[src/rtl/dma_pack_pkg.sv]
package dma_pack_pkg;

  localparam logic [1:0] SZ_BYTE = 2'd0;
  localparam logic [1:0] SZ_HALF = 2'd1;
  localparam logic [1:0] SZ_WORD = 2'd2;

  typedef enum logic [1:0] {
    ST_IDLE  = 2'd0,
    ST_READ  = 2'd1,
    ST_WRITE = 2'd2,
    ST_DONE  = 2'd3
  } eng_state_e;

  // Bytes per item for a size code
  function automatic logic [2:0] size_bytes(input logic [1:0] sz);
    case (sz)
      SZ_BYTE: return 3'd1;
      SZ_HALF: return 3'd2;
      default: return 3'd4;
    endcase
  endfunction

  // Peripheral address step: constant 4 when fixed mode is on
  function automatic logic [2:0] periph_step(input logic [1:0] sz, input logic fixed4);
    return fixed4 ? 3'd4 : size_bytes(sz);
  endfunction

  // Accept only configurations that never leave a partial destination word
  function automatic logic count_ok(input logic [1:0] psz, input logic [1:0] msz,
                                    input logic [31:0] cnt);
    logic [31:0] mask;
    if (psz == 2'd3 || msz == 2'd3 || cnt == 32'd0) return 1'b0;
    if (psz >= msz) return 1'b1;
    mask = (32'd1 << (msz - psz)) - 32'd1;
    return (cnt & mask) == 32'd0;
  endfunction

endpackage

[src/rtl/dma_pack_cfg.sv]
module dma_pack_cfg #(
  parameter int CNT_W = 16
) (
  input  logic [1:0]       psize,
  input  logic [1:0]       msize,
  input  logic [CNT_W-1:0] count,
  output logic             cfg_ok
);
  import dma_pack_pkg::*;

  assign cfg_ok = count_ok(psize, msize, 32'(count));

endmodule

[src/rtl/dma_pack_addr.sv]
module dma_pack_addr #(
  parameter int AW = 32
) (
  input  logic          clk,
  input  logic          rst_n,
  input  logic          load,
  input  logic [AW-1:0] base,
  input  logic          step_en,
  input  logic          adv,
  input  logic [2:0]    step,
  output logic [AW-1:0] addr
);

  always_ff @(posedge clk or negedge rst_n) begin
    if (!rst_n)               addr <= '0;
    else if (load)            addr <= base;
    else if (adv && step_en)  addr <= addr + AW'(step);
  end

  AST_ADDR_HOLD: assert property (@(posedge clk) disable iff (!rst_n)
    (!load && !(adv && step_en)) |=> $stable(addr));

endmodule

[src/rtl/dma_pack_stage.sv]
module dma_pack_stage (
  input  logic        clk,
  input  logic        rst_n,
  input  logic        put,
  input  logic [31:0] put_data,
  input  logic [2:0]  put_bytes,
  input  logic        take,
  input  logic [2:0]  take_bytes,
  output logic [31:0] out_data,
  output logic [2:0]  fill,
  output logic [2:0]  off,
  output logic        drain
);

  logic [31:0] lanes;
  logic [31:0] shifted;
  logic [3:0]  put_end;
  logic [3:0]  take_end;

  assign shifted  = put_data << {fill, 3'b000};
  assign put_end  = {1'b0, fill} + {1'b0, put_bytes};
  assign take_end = {1'b0, off} + {1'b0, take_bytes};
  assign drain    = take && (take_end >= {1'b0, fill});
  assign out_data = lanes >> {off, 3'b000};

  for (genvar k = 0; k < 4; k++) begin : g_lane
    logic hit;
    assign hit = put && (4'(k) >= {1'b0, fill}) && (4'(k) < put_end);
    always_ff @(posedge clk or negedge rst_n) begin
      if (!rst_n)   lanes[8*k +: 8] <= 8'h00;
      else if (hit) lanes[8*k +: 8] <= shifted[8*k +: 8];
    end
  end

  always_ff @(posedge clk or negedge rst_n) begin
    if (!rst_n) begin
      fill <= 3'd0;
      off  <= 3'd0;
    end else if (drain) begin
      fill <= 3'd0;
      off  <= 3'd0;
    end else begin
      if (put)  fill <= put_end[2:0];
      if (take) off  <= take_end[2:0];
    end
  end

  AST_STAGE_BOUND: assert property (@(posedge clk) disable iff (!rst_n)
    fill <= 3'd4);
  AST_NO_OVERFILL: assert property (@(posedge clk) disable iff (!rst_n)
    put |-> (put_end <= 4'd4));

endmodule

[src/rtl/dma_pack_engine.sv]
module dma_pack_engine #(
  parameter int AW    = 32,
  parameter int CNT_W = 16
) (
  input  logic             clk,
  input  logic             rst_n,
  input  logic             start,
  input  logic             dir,
  input  logic [1:0]       psize,
  input  logic [1:0]       msize,
  input  logic             pinc,
  input  logic             minc,
  input  logic             pfix,
  input  logic [CNT_W-1:0] count,
  input  logic [AW-1:0]    p_base,
  input  logic [AW-1:0]    m_base,
  output logic             p_req,
  output logic             p_we,
  output logic [AW-1:0]    p_addr,
  output logic [31:0]      p_wdata,
  input  logic [31:0]      p_rdata,
  input  logic             p_ack,
  output logic             m_req,
  output logic             m_we,
  output logic [AW-1:0]    m_addr,
  output logic [31:0]      m_wdata,
  input  logic [31:0]      m_rdata,
  input  logic             m_ack,
  output logic             busy,
  output logic             done,
  output logic             cfg_err
);
  import dma_pack_pkg::*;

  eng_state_e       state, state_nx;
  logic             dir_q, pinc_q, minc_q, pfix_q, err_q;
  logic [1:0]       psz_q, msz_q;
  logic [CNT_W-1:0] pcnt_q, pcnt_after;

  // Named events for the assertions
  logic cfg_ok, ev_start, ev_accept, ev_reject;
  logic src_beat, dst_beat, p_beat, m_beat, drain, last_beat;
  logic [2:0]  p_bytes, m_bytes, src_bytes, dst_bytes, fill, off;
  logic [31:0] stage_out, src_data;

  dma_pack_cfg #(.CNT_W(CNT_W)) u_cfg (
    .psize(psize), .msize(msize), .count(count), .cfg_ok(cfg_ok));

  assign ev_start  = start && (state == ST_IDLE);
  assign ev_accept = ev_start && cfg_ok;
  assign ev_reject = ev_start && !cfg_ok;

  assign p_bytes   = size_bytes(psz_q);
  assign m_bytes   = size_bytes(msz_q);
  assign src_bytes = dir_q ? m_bytes : p_bytes;
  assign dst_bytes = dir_q ? p_bytes : m_bytes;
  assign src_data  = dir_q ? m_rdata : p_rdata;

  assign src_beat   = (state == ST_READ)  && (dir_q ? m_ack : p_ack);
  assign dst_beat   = (state == ST_WRITE) && (dir_q ? p_ack : m_ack);
  assign p_beat     = dir_q ? dst_beat : src_beat;
  assign m_beat     = dir_q ? src_beat : dst_beat;
  assign pcnt_after = pcnt_q - CNT_W'(p_beat);
  assign last_beat  = drain && (pcnt_after == '0);

  dma_pack_stage u_stage (
    .clk(clk), .rst_n(rst_n),
    .put(src_beat), .put_data(src_data), .put_bytes(src_bytes),
    .take(dst_beat), .take_bytes(dst_bytes),
    .out_data(stage_out), .fill(fill), .off(off), .drain(drain));

  dma_pack_addr #(.AW(AW)) u_paddr (
    .clk(clk), .rst_n(rst_n), .load(ev_accept), .base(p_base),
    .step_en(pinc_q), .adv(p_beat), .step(periph_step(psz_q, pfix_q)),
    .addr(p_addr));

  dma_pack_addr #(.AW(AW)) u_maddr (
    .clk(clk), .rst_n(rst_n), .load(ev_accept), .base(m_base),
    .step_en(minc_q), .adv(m_beat), .step(m_bytes),
    .addr(m_addr));

  always_comb begin
    state_nx = state;
    case (state)
      ST_IDLE:  if (ev_accept) state_nx = ST_READ;
      ST_READ:  if (src_beat && ({1'b0, fill} + {1'b0, src_bytes} >= {1'b0, dst_bytes}))
                  state_nx = ST_WRITE;
      ST_WRITE: if (dst_beat && drain) state_nx = last_beat ? ST_DONE : ST_READ;
      default:  state_nx = ST_IDLE;
    endcase
  end

  always_ff @(posedge clk or negedge rst_n) begin
    if (!rst_n) begin
      state  <= ST_IDLE;
      err_q  <= 1'b0;
      dir_q  <= 1'b0;
      psz_q  <= SZ_BYTE;
      msz_q  <= SZ_BYTE;
      pinc_q <= 1'b0;
      minc_q <= 1'b0;
      pfix_q <= 1'b0;
      pcnt_q <= '0;
    end else begin
      state <= state_nx;
      err_q <= ev_reject;
      if (ev_accept) begin
        dir_q  <= dir;
        psz_q  <= psize;
        msz_q  <= msize;
        pinc_q <= pinc;
        minc_q <= minc;
        pfix_q <= pfix;
        pcnt_q <= count;
      end else if (p_beat) begin
        pcnt_q <= pcnt_after;
      end
    end
  end

  assign p_req   = dir_q ? (state == ST_WRITE) : (state == ST_READ);
  assign m_req   = dir_q ? (state == ST_READ)  : (state == ST_WRITE);
  assign p_we    = dir_q;
  assign m_we    = !dir_q;
  assign p_wdata = stage_out;
  assign m_wdata = stage_out;
  assign busy    = (state != ST_IDLE);
  assign done    = (state == ST_DONE);
  assign cfg_err = err_q;

  AST_ONE_PORT: assert property (@(posedge clk) disable iff (!rst_n)
    !(p_req && m_req));
  AST_DONE_PULSE: assert property (@(posedge clk) disable iff (!rst_n)
    done |=> !done);
  AST_DONE_IDLE: assert property (@(posedge clk) disable iff (!rst_n)
    done |=> !busy);
  AST_REJECT_QUIET: assert property (@(posedge clk) disable iff (!rst_n)
    cfg_err |-> (!busy && !p_req && !m_req));
  AST_WRITE_FULL: assert property (@(posedge clk) disable iff (!rst_n)
    (state == ST_WRITE) |-> (({1'b0, fill} - {1'b0, off}) >= {1'b0, dst_bytes}));
  AST_COUNT_SPENT: assert property (@(posedge clk) disable iff (!rst_n)
    done |-> (pcnt_q == '0));
  AST_START_IGNORED: assert property (@(posedge clk) disable iff (!rst_n)
    (start && (state == ST_READ || state == ST_WRITE)) |=> busy);

endmodule

[config.mk]
export PLATFORM = sky130hd
export DESIGN_NAME = dma_pack_engine
export DESIGN_NICKNAME = d
export VERILOG_FILES = /design/src/rtl/dma_pack_pkg.sv /design/src/rtl/dma_pack_cfg.sv /design/src/rtl/dma_pack_addr.sv /design/src/rtl/dma_pack_stage.sv /design/src/rtl/dma_pack_engine.sv
export SDC_FILE = /design/constraint.sdc
export NUM_CORES = 1
export LEC_CHECK = 0
export BUFFER_PORTS_ARGS = -buffer_cell sky130_fd_sc_hd__buf_2
export CORE_MARGIN = 5
export CORE_UTILIZATION = 53
export DETAILED_ROUTE_END_ITERATION = 8
export PLACE_DENSITY = 0.82
export SYNTH_ARGS = -nofsm -noshare
export SYNTH_HDL_FRONTEND = slang
export SYNTH_SLANG_ARGS = --single-unit
[constraint.sdc]
create_clock -name clk -period 5.2 [get_ports clk]
set_clock_uncertainty 0.2 [all_clocks]
set_input_delay 1.04 -clock clk [delete_from_list [all_inputs] [get_ports clk]]
set_output_delay 1.04 -clock clk [all_outputs]
set_load 0.01 [all_outputs]
==> results of run 1 <==
-- per-layer routing --
layer,share of wire,vias up,global-route usage
met4,0.017,2,0.07334
li1,-,4219,-
met5,0.00045,-,0
met1,0.41,4386,0.3595
met2,0.49,417,0.4494
met3,0.083,41,0.05790
-- worst max path at each step --
stage | from | to | slack [ps] | cells after the start
floorplan | msize[0] | psz_q[0]$_DFFE_PN0P_ | 1250 | 12
global placement | msize[0] | u_maddr.addr[14]$_DFFE_PN0P_ | 720 | 11
detailed placement | msize[0] | u_maddr.addr[27]$_DFFE_PN0P_ | 600 | 11
CTS | msize[0] | u_maddr.addr[13]$_DFFE_PN0P_ | 1040 | 11
global route | msize[0] | u_maddr.addr[13]$_DFFE_PN0P_ | 900 | 11
finish | msize[0] | u_maddr.addr[13]$_DFFE_PN0P_ | 1030 | 11
-- Yosys cell counts, types with 5 or more instances --
| library cell | n | area share |
|---|---|---|
| sky130_fd_sc_hd__buf_2 | 12 | 0.0063 |
| sky130_fd_sc_hd__xnor2_1 | 53 | 0.049 |
| sky130_fd_sc_hd__nor4_1 | 15 | 0.0099 |
| sky130_fd_sc_hd__a22o_1 | 5 | 0.0046 |
| sky130_fd_sc_hd__a21o_1 | 7 | 0.0056 |
| sky130_fd_sc_hd__mux2_2 | 41 | 0.049 |
| sky130_fd_sc_hd__mux2i_1 | 61 | 0.064 |
| sky130_fd_sc_hd__buf_1 | 7 | 0.0028 |
| sky130_fd_sc_hd__buf_4 | 34 | 0.027 |
| sky130_fd_sc_hd__dfrtp_1 | 129 | 0.34 |
| sky130_fd_sc_hd__o21ai_0 | 38 | 0.020 |
| sky130_fd_sc_hd__clkbuf_1 | 35 | 0.014 |
| sky130_fd_sc_hd__mux2_1 | 25 | 0.030 |
| sky130_fd_sc_hd__nand3_1 | 63 | 0.033 |
| sky130_fd_sc_hd__inv_1 | 40 | 0.016 |
| sky130_fd_sc_hd__and3_1 | 10 | 0.0066 |
| sky130_fd_sc_hd__o21ai_1 | 30 | 0.016 |
| sky130_fd_sc_hd__a31oi_1 | 5 | 0.0033 |
| sky130_fd_sc_hd__nor2b_1 | 16 | 0.011 |
| sky130_fd_sc_hd__and2_1 | 15 | 0.0099 |
| sky130_fd_sc_hd__nand4_1 | 25 | 0.017 |
| sky130_fd_sc_hd__and4_1 | 8 | 0.0074 |
| sky130_fd_sc_hd__ha_1 | 24 | 0.032 |
| sky130_fd_sc_hd__nand2b_1 | 12 | 0.0079 |
| sky130_fd_sc_hd__nand2_1 | 72 | 0.029 |
| sky130_fd_sc_hd__o211ai_1 | 8 | 0.0063 |
| sky130_fd_sc_hd__a211oi_1 | 21 | 0.017 |
| sky130_fd_sc_hd__fa_1 | 5 | 0.011 |
| sky130_fd_sc_hd__nor2_1 | 63 | 0.025 |
| sky130_fd_sc_hd__a221o_1 | 18 | 0.019 |
| sky130_fd_sc_hd__a21oi_1 | 29 | 0.015 |
| sky130_fd_sc_hd__nand3b_1 | 5 | 0.0040 |
| sky130_fd_sc_hd__nor3_1 | 20 | 0.011 |
| sky130_fd_sc_hd__o22ai_1 | 10 | 0.0066 |
-- critical path: cells and delay by family --
kind,cells,cell delay (ps)
AOI/OAI and AO/OA,2,630
adders and majority gates,3,910
buffers and inverters,3,220
muxes,1,540
and+or+nand+nor,2,900
-- power groups by stage --
stage	Combinational (mW)	Sequential [mW]	Clock, mW
2_1_floorplan	2.92	2.02	0
3_3_place_gp	3.81	2.15	0
3_5_place_dp	3.94	2.17	0
4_1_cts	3.97	2.17	1.21
5_1_grt	4.36	2.27	1.26
6_report	3.95	2.19	1.20
-- layout make-up --
| cell class | instances | area (um2) |
|---|---|---|
| flip-flops and latches | 129 | 3229 |
| clock buffers | 23 | 488.0 |
| inverters | 41 | 153.9 |
| diodes | 1 | 2.502 |
| multi-input cells | 774 | 5597 |
| well taps | 225 | 281.5 |
| fillers | 1441 | 6015 |
| clock inverters | 9 | 105.1 |
| repair buffers | 302 | 1545 |
-- registers in the layout, summed over array words and instances, names as in the netlist --
signal / count
cfg_err: 1
minc_q: 1
msz_q: 2
p_we: 1
pcnt_q: 16
pfix_q: 1
pinc_q: 1
psz_q: 2
state: 2
u_maddr.addr: 32
u_paddr.addr: 32
u_stage.fill: 3
u_stage.lanes: 32
u_stage.off: 3
-- logic make-up (layout without fill, tap and decap cells) --
| kind of cell | count (synthesis) | after routing | share of synthesized area |
|---|---|---|---|
| and+or+nand+nor | 354 | 354 | 0.2003 |
| AOI/OAI and AO/OA | 206 | 206 | 0.1492 |
| buffers and inverters | 132 | 375 | 0.06978 |
| DFF | 129 | 129 | 0.3410 |
| muxes | 127 | 127 | 0.1430 |
| xor gates and xnor gates | 58 | 58 | 0.05445 |
| adders and majority gates | 29 | 29 | 0.04229 |
| other | 0 | 1 | 0 |
-- per-stage QoR --
step                        util  cells  hold WS [ps]
after global routing      0.6547   1504         304.5
after CTS                 0.6545   1503         299.3
after detailed placement  0.6205   1471         287.2
final                     0.6547   1504         295.8
after floorplan                -   1035         271.2
after global placement    0.6205   1471         282.4
==> impl_metrics.yaml, run 1 <==
die:
  core_um2: 17420
  chipHeight_um: 143.7
  floorplan.initialDensity: 0.5436
  i_o_pin_cnt: 292
  area_of_the_die_um2: 20640
  fp.dieW_um: 143.7
  core.rowCount: 48
cells_and_area:
  mostFrequentLayoutCells: "290 x sky130_fd_sc_hd__buf_2, 128 x sky130_fd_sc_hd__dfrtp_1, 72 x sky130_fd_sc_hd__nand2_1, 63 x sky130_fd_sc_hd__nor2_1, 63 x sky130_fd_sc_hd__nand3_1"
  layout.cell_area.non_filler_um2: 11400
  drive_gt1_frac: 0.3122
  layout.cells.most_common: "sky130_fd_sc_hd__buf_2"
  syn_to_final_growth_pct: 20.43
  nets: 1451
worst_setup_path:
  timing.critical_path.slowest_stage_cell: "sky130_fd_sc_hd__nand2_2"
  critical_path.reg2reg.startpoint: "p_we$_DFFE_PN0P_"
  crit_path_max_incr_delay_ps: 580
  wp_data_arrival_ps: 4260
  setup.worst_path.class: "primary input to register"
  critPathLaunchType: "primary input"
  r2r_setup_slack_ps: 1170
  critical_path.max_fanout: 32
  cp.required_ps: 5290
  worst_r2r_endpoint: "state[1]$_DFFE_PN0P_"
  critical_path.cell_chain: "buf_2, inv_1, ha_1, inv_1, fa_1, or2_2, ha_1, o221ai_1, o311ai_4, nand2_2, mux2_1"
  timing.reg2reg.worst_path_depth: 12
  worst_setup_path_end_kind: "register"
clock_network:
  cts_tree: "built"
  cts.repair_timing.setup_buffer_count: 0
  clockRootBuffer: "sky130_fd_sc_hd__clkbuf_16"
  cts-buffers-inserted: 17
  cts.sinks: 129
  htree_levels: 4
  cts.repair.resized: 0
  cts.path.max_buffers: 2
  insertion_delay_ps: 410
  clk_transition_reported_paths_ps: 60
  hold_fix_buffers_cts: 0
grt:
  grt_pass1_vias: 8629
  grt_remaining_overflow: 0
  grt_first_pass_wirelength_um: 44590
  globalRouteTotalUtil: 0.2703
  antenna_violations_before_repair: 2
  grt_max_degree: 97
pwr:
  power.net_switching_mw: 3.363
  power_switching_share: 0.4584
  p_int_mw: 3.974
  p_seq_frac: 0.298
  powerDensity_nw_per_um2: 643.5
  static-leakage-power_nw: 5.222
  comb_power_share: 0.539
  totalPowerFinal_mw: 7.337
  worst_ir_drop_vdd_mv: 0.4714
  clock_power_share: 0.163
status:
  status: "finished, final reports clean"
routing:
  drt_drc_violations_left: 0
  detail_route.wl_per_cell_um: 19.09
  dr.pass1.iters: 5
  routed_wl_um: 28710
  vias_per_cell: 6.027
  drt-initial-drc-count: 732
  num_vias: 9065
  ant_nets: 0
job:
  cap_violations: 0
sta:
  max_clock_freq_mhz: 239.6
  timing.max_slew.rel_slack: 0.3266
  period_minus_slack_ps: 4174
  fin_crit_sh: 0.8028
  timing.setup.tns_ps: 0
  worstMarginPinSlew_ps: 1010
  timing.final.max_slew_violations: 0
  setup_repair_after_global_routing_missed_its_margin: "false"
  postLayoutSetupSlackWorst_ps: 1026
  setup_viol_count_final: 0
  report.final.hold_viol_count: 0
placement:
  pre_cts_slack_ps: 603.0
  finalWeightedCongestion: 0.8925
  port_buffers: 291
  place_hpwl_um: 21270
  placement.cell_area_um2: 10810
min_path:
  hold_wc_path_type: "register to register"
  hp-start: "u_stage.lanes[7]$_DFFE_PN0P_"
  worstHoldPathCells: 1
  hold-path-endpoint: "u_stage.lanes[7]$_DFFE_PN0P_"
logic_synthesis:
  synthesis.area_per_instance_um2: 9.148
  synthesized_netlist_cell_count: 1035
  synth_seq_area_share: 0.3410
  number_of_enable_type_register_cells_in_the_synthesized_netlist: 0
  synth_cell_types: 78
  yosys_most_used_dff: "sky130_fd_sc_hd__dfrtp_1"
  postSynthRegisterBits: 129
  synth_area_um2: 9468
  synth_async_sr_flop_share: 1.000
  count_of_yosys_warnings_during_synthesis: 0
  syn_nets: 1221
No activity file was read; power rests on OpenSTA's default activity.
==> inputs of run 2 (changes only) <==
Settings changed: ABC_AREA set to 1, CORE_UTILIZATION 53 to 49, PLACE_DENSITY 0.82 to 0.79.
Clock period 5.2 ns to 3.6 ns, I/O delays scaled along.
==> run 2 against run 1 <==
Net effect: die area up 17%; highest routed layer unchanged; cell area grew 9.6%; combinational power up 65%; utilization fell by 5.6 points.
==> impl_metrics.yaml, run 2 <==
logic_synthesis:
  synth_seq_area_share: 0.3125
  synth_area_um2: 10330
  synth_async_sr_flop_share: 1.000
  yosys.area.top_type_share: 0.3125
  count_of_yosys_warnings_during_synthesis: 0
  yosys_most_used_dff: "sky130_fd_sc_hd__dfrtp_1"
  postSynthRegisterBits: 129
  synth_largest_area_cell: "sky130_fd_sc_hd__dfrtp_1"
  commonest_cells_post_synth: "472 x sky130_fd_sc_hd__nand2_1, 189 x sky130_fd_sc_hd__inv_1, 136 x sky130_fd_sc_hd__nor2_1"
  synthesized_netlist_cell_count: 1578
  synth_cell_types: 43
  syn_nets: 1764
  synthesis.area_per_instance_um2: 6.547
  number_of_enable_type_register_cells_in_the_synthesized_netlist: 0
  yosys.cell_count.top_type: "sky130_fd_sc_hd__nand2_1"
  synth_top_cells_by_area: "sky130_fd_sc_hd__dfrtp_1 31%, sky130_fd_sc_hd__nand2_1 17%, sky130_fd_sc_hd__inv_1 6.9%"
grt:
  grt_max_degree: 70
  grt_first_pass_wirelength_um: 52940
  grt_remaining_overflow: 0
  antenna_violations_before_repair: 4
  globalRouteTotalUtil: 0.2667
  grt_pass1_vias: 10717
cells_and_area:
  seqCellArea_um2: 3228
  syn_to_final_growth_pct: 20.95
  layout.cells.most_common: "sky130_fd_sc_hd__nand2_1"
  area_occupied_by_multi_input_gates_um2: 5807
  top_regs: "u_maddr.addr: 32 flops, u_paddr.addr: 32 flops, u_stage.lanes: 32 flops"
  layout.cell_area.non_filler_um2: 12500
  nets: 2003
  drive_gt1_frac: 0.2120
  mostFrequentLayoutCells: "472 x sky130_fd_sc_hd__nand2_1, 290 x sky130_fd_sc_hd__buf_2, 189 x sky130_fd_sc_hd__inv_1, 135 x sky130_fd_sc_hd__nor2_1, 129 x sky130_fd_sc_hd__dfrtp_1"
  instances_no_fill: 2108
  fin_util: 0.5982
  fillCellCount: 1965
sta:
  fin_crit_sh: 0.9356
  worstMarginPinSlew_ps: 1092
  setup_repair_after_global_routing_missed_its_margin: "false"
  report.final.hold_viol_count: 0
  whs_ps: 92.35
  timing.final.max_slew_violations: 0
  timing.max_slew.rel_slack: 0.2693
  timing.setup.tns_ps: 0
  max_clock_freq_mhz: 296.9
  period_minus_slack_ps: 3368
  setup_viol_count_final: 0
routing:
  drt-initial-drc-count: 1012
  drt_drc_violations_left: 0
  detail_route.wl_per_cell_um: 15.49
  routed_wl_um: 32660
  ant_nets: 0
  dr.pass1.iters: 7
  num_vias: 11363
  vias_per_cell: 5.390
die:
  area_of_the_die_um2: 24090
  i_o_pin_cnt: 292
  floorplan.initialDensity: 0.4946
  fp.dieW_um: 155.2
  core.rowCount: 53
  chipHeight_um: 155.2
  core_um2: 20890
worst_setup_path:
  crit_path_max_incr_delay_ps: 510
  setup.worst_path.class: "primary input to register"
  critical_path.max_fanout: 41
  worst_path_dominant_cell_family: "adder cells"
  crit_buf_inv: 7
  wp_data_arrival_ps: 3510
  timing.critical_path.slowest_stage_cell: "sky130_fd_sc_hd__fa_1"
  worst_setup_path_end_kind: "register"
  cp.required_ps: 3740
  timing.critical_path.mode_cell: "sky130_fd_sc_hd__inv_1"
  critical_path.cell_chain: "buf_2, inv_1, ha_1, inv_1, fa_1, inv_1, nor2_1, inv_1, ha_1, inv_1, nand2_1, nand2_1, nor3_2, nand3_1, nand2_2, nand3_4, nand2_2, inv_2, nand2_1, o21ai_1"
  critPathLaunchType: "primary input"
pwr:
  powerDensity_nw_per_um2: 903.2
  worst_ir_drop_vdd_mv: 0.4220
  static-leakage-power_nw: 6.561
placement:
  dpl.cell_count: 2073
  finalWeightedCongestion: 0.9455
  port_buffers: 291
  place_hpwl_um: 25100
  placement.cell_area_um2: 11850
min_path:
  hold_wc_path_type: "primary input to async pin"
clock_network:
  cts_tree: "built"
  cts.path.max_buffers: 2
  cts-buffers-inserted: 17
  insertion_delay_ps: 430
  htree_levels: 4
  clk_transition_reported_paths_ps: 70
  hold_fix_buffers_cts: 0
  cts.repair_timing.setup_buffer_count: 0
  clockRootBuffer: "sky130_fd_sc_hd__clkbuf_16"
  cts.repair.resized: 0
  cts.sinks: 129
job:
  cap_violations: 0
status:
  status: "finished, final reports clean"
run 2: cell types whose count changed after synthesis, moves of 35 or more:
cell,before,now
sky130_fd_sc_hd__inv_1,40,189
sky130_fd_sc_hd__xnor2_1,53,10
sky130_fd_sc_hd__nand3_1,63,110
sky130_fd_sc_hd__mux2i_1,61,11
sky130_fd_sc_hd__o21ai_1,30,65
sky130_fd_sc_hd__nor2_1,63,136
sky130_fd_sc_hd__o21ai_0,38,94
sky130_fd_sc_hd__nand2_1,72,472
sky130_fd_sc_hd__mux2_2,41,0
run 2: path summary, 6_finish.rpt:
kind | startpoint | to | slack [ps] | cells past startpoint
worst min register to register | u_stage.lanes[1]$_DFFE_PN0P_ | u_stage.lanes[1]$_DFFE_PN0P_ | 290 | 2
worst min-delay path | rst_n | u_maddr.addr[13]$_DFFE_PN0P_ | 90 | 1
min in group clk | u_stage.lanes[1]$_DFFE_PN0P_ | u_stage.lanes[1]$_DFFE_PN0P_ | 290 | 2
worst max register to register | psz_q[1]$_DFFE_PN0P_ | state[1]$_DFFE_PN0P_ | 300 | 18
worst max-delay path | msize[0] | u_paddr.addr[2]$_DFFE_PN0P_ | 230 | 20
max in group asynchronous | rst_n | u_stage.lanes[22]$_DFFE_PN0P_ | 2260 | 2
run 2: power breakdown:
| group | switching, mW | total (mW) | internal, mW |
|---|---|---|---|
| logic | 4.10 | 6.50 | 2.40 |
| registers | 0.794 | 2.89 | 2.10 |
| clock network | 0.692 | 1.89 | 1.20 |
| total | 5.59 | 11.3 | 5.70 |
run 2: metrics by stage:
stage | power [mW] | setup slack, ps
after floorplan | 7.449 | 213.5
after global placement | 9.160 | -11.34
after detailed placement | 9.353 | -177.9
after CTS | 11.29 | 265.3
after global routing | 12.29 | 1.253
final | 11.29 | 231.9
run 2: worst reg2reg max path: stages (launching register included):
cell	delay, ps
sky130_fd_sc_hd__dfrtp_1	420
sky130_fd_sc_hd__inv_1	110
sky130_fd_sc_hd__nand2_1	100
sky130_fd_sc_hd__o21ai_0	300
sky130_fd_sc_hd__ha_1	240
sky130_fd_sc_hd__inv_1	50
sky130_fd_sc_hd__fa_1	500
sky130_fd_sc_hd__inv_1	50
sky130_fd_sc_hd__ha_1	260
sky130_fd_sc_hd__inv_1	30
sky130_fd_sc_hd__a21oi_1	100
sky130_fd_sc_hd__o21ai_0	110
sky130_fd_sc_hd__a21oi_2	180
sky130_fd_sc_hd__inv_1	120
sky130_fd_sc_hd__nand2_1	100
sky130_fd_sc_hd__nand2_1	60
sky130_fd_sc_hd__a21oi_1	180
sky130_fd_sc_hd__nand2_1	80
sky130_fd_sc_hd__nand2_1	60
run 2: cells by family after synthesis:
family | after synthesis | synth area share
flops | 129 | 0.3125
fa+ha+maj | 29 | 0.03876
mux | 11 | 0.01066
compound gates | 252 | 0.1395
simple gates | 823 | 0.3407
buf+inv | 296 | 0.1257
xor+xnor | 38 | 0.03222
run 2: metal layers:
metal	track usage	vias up	part of all wire
met4	0.09462	2	0.023
met3	0.04673	66	0.084
met1	0.3724	5192	0.43
li1	-	5577	-
met2	0.4187	526	0.46
met5	0	-	0.00034
run 2: layout make-up:
cell class,count,share of cell area
Multi-Input combinational cell,1153,0.4647
Clock buffer,21,0.03685
Timing Repair Buffer,318,0.1383
Sequential cell,129,0.2583
Antenna cell,3,0.0006008
Inverter,198,0.05948
Tap cell,275,0.02754
Clock inverter,11,0.01422
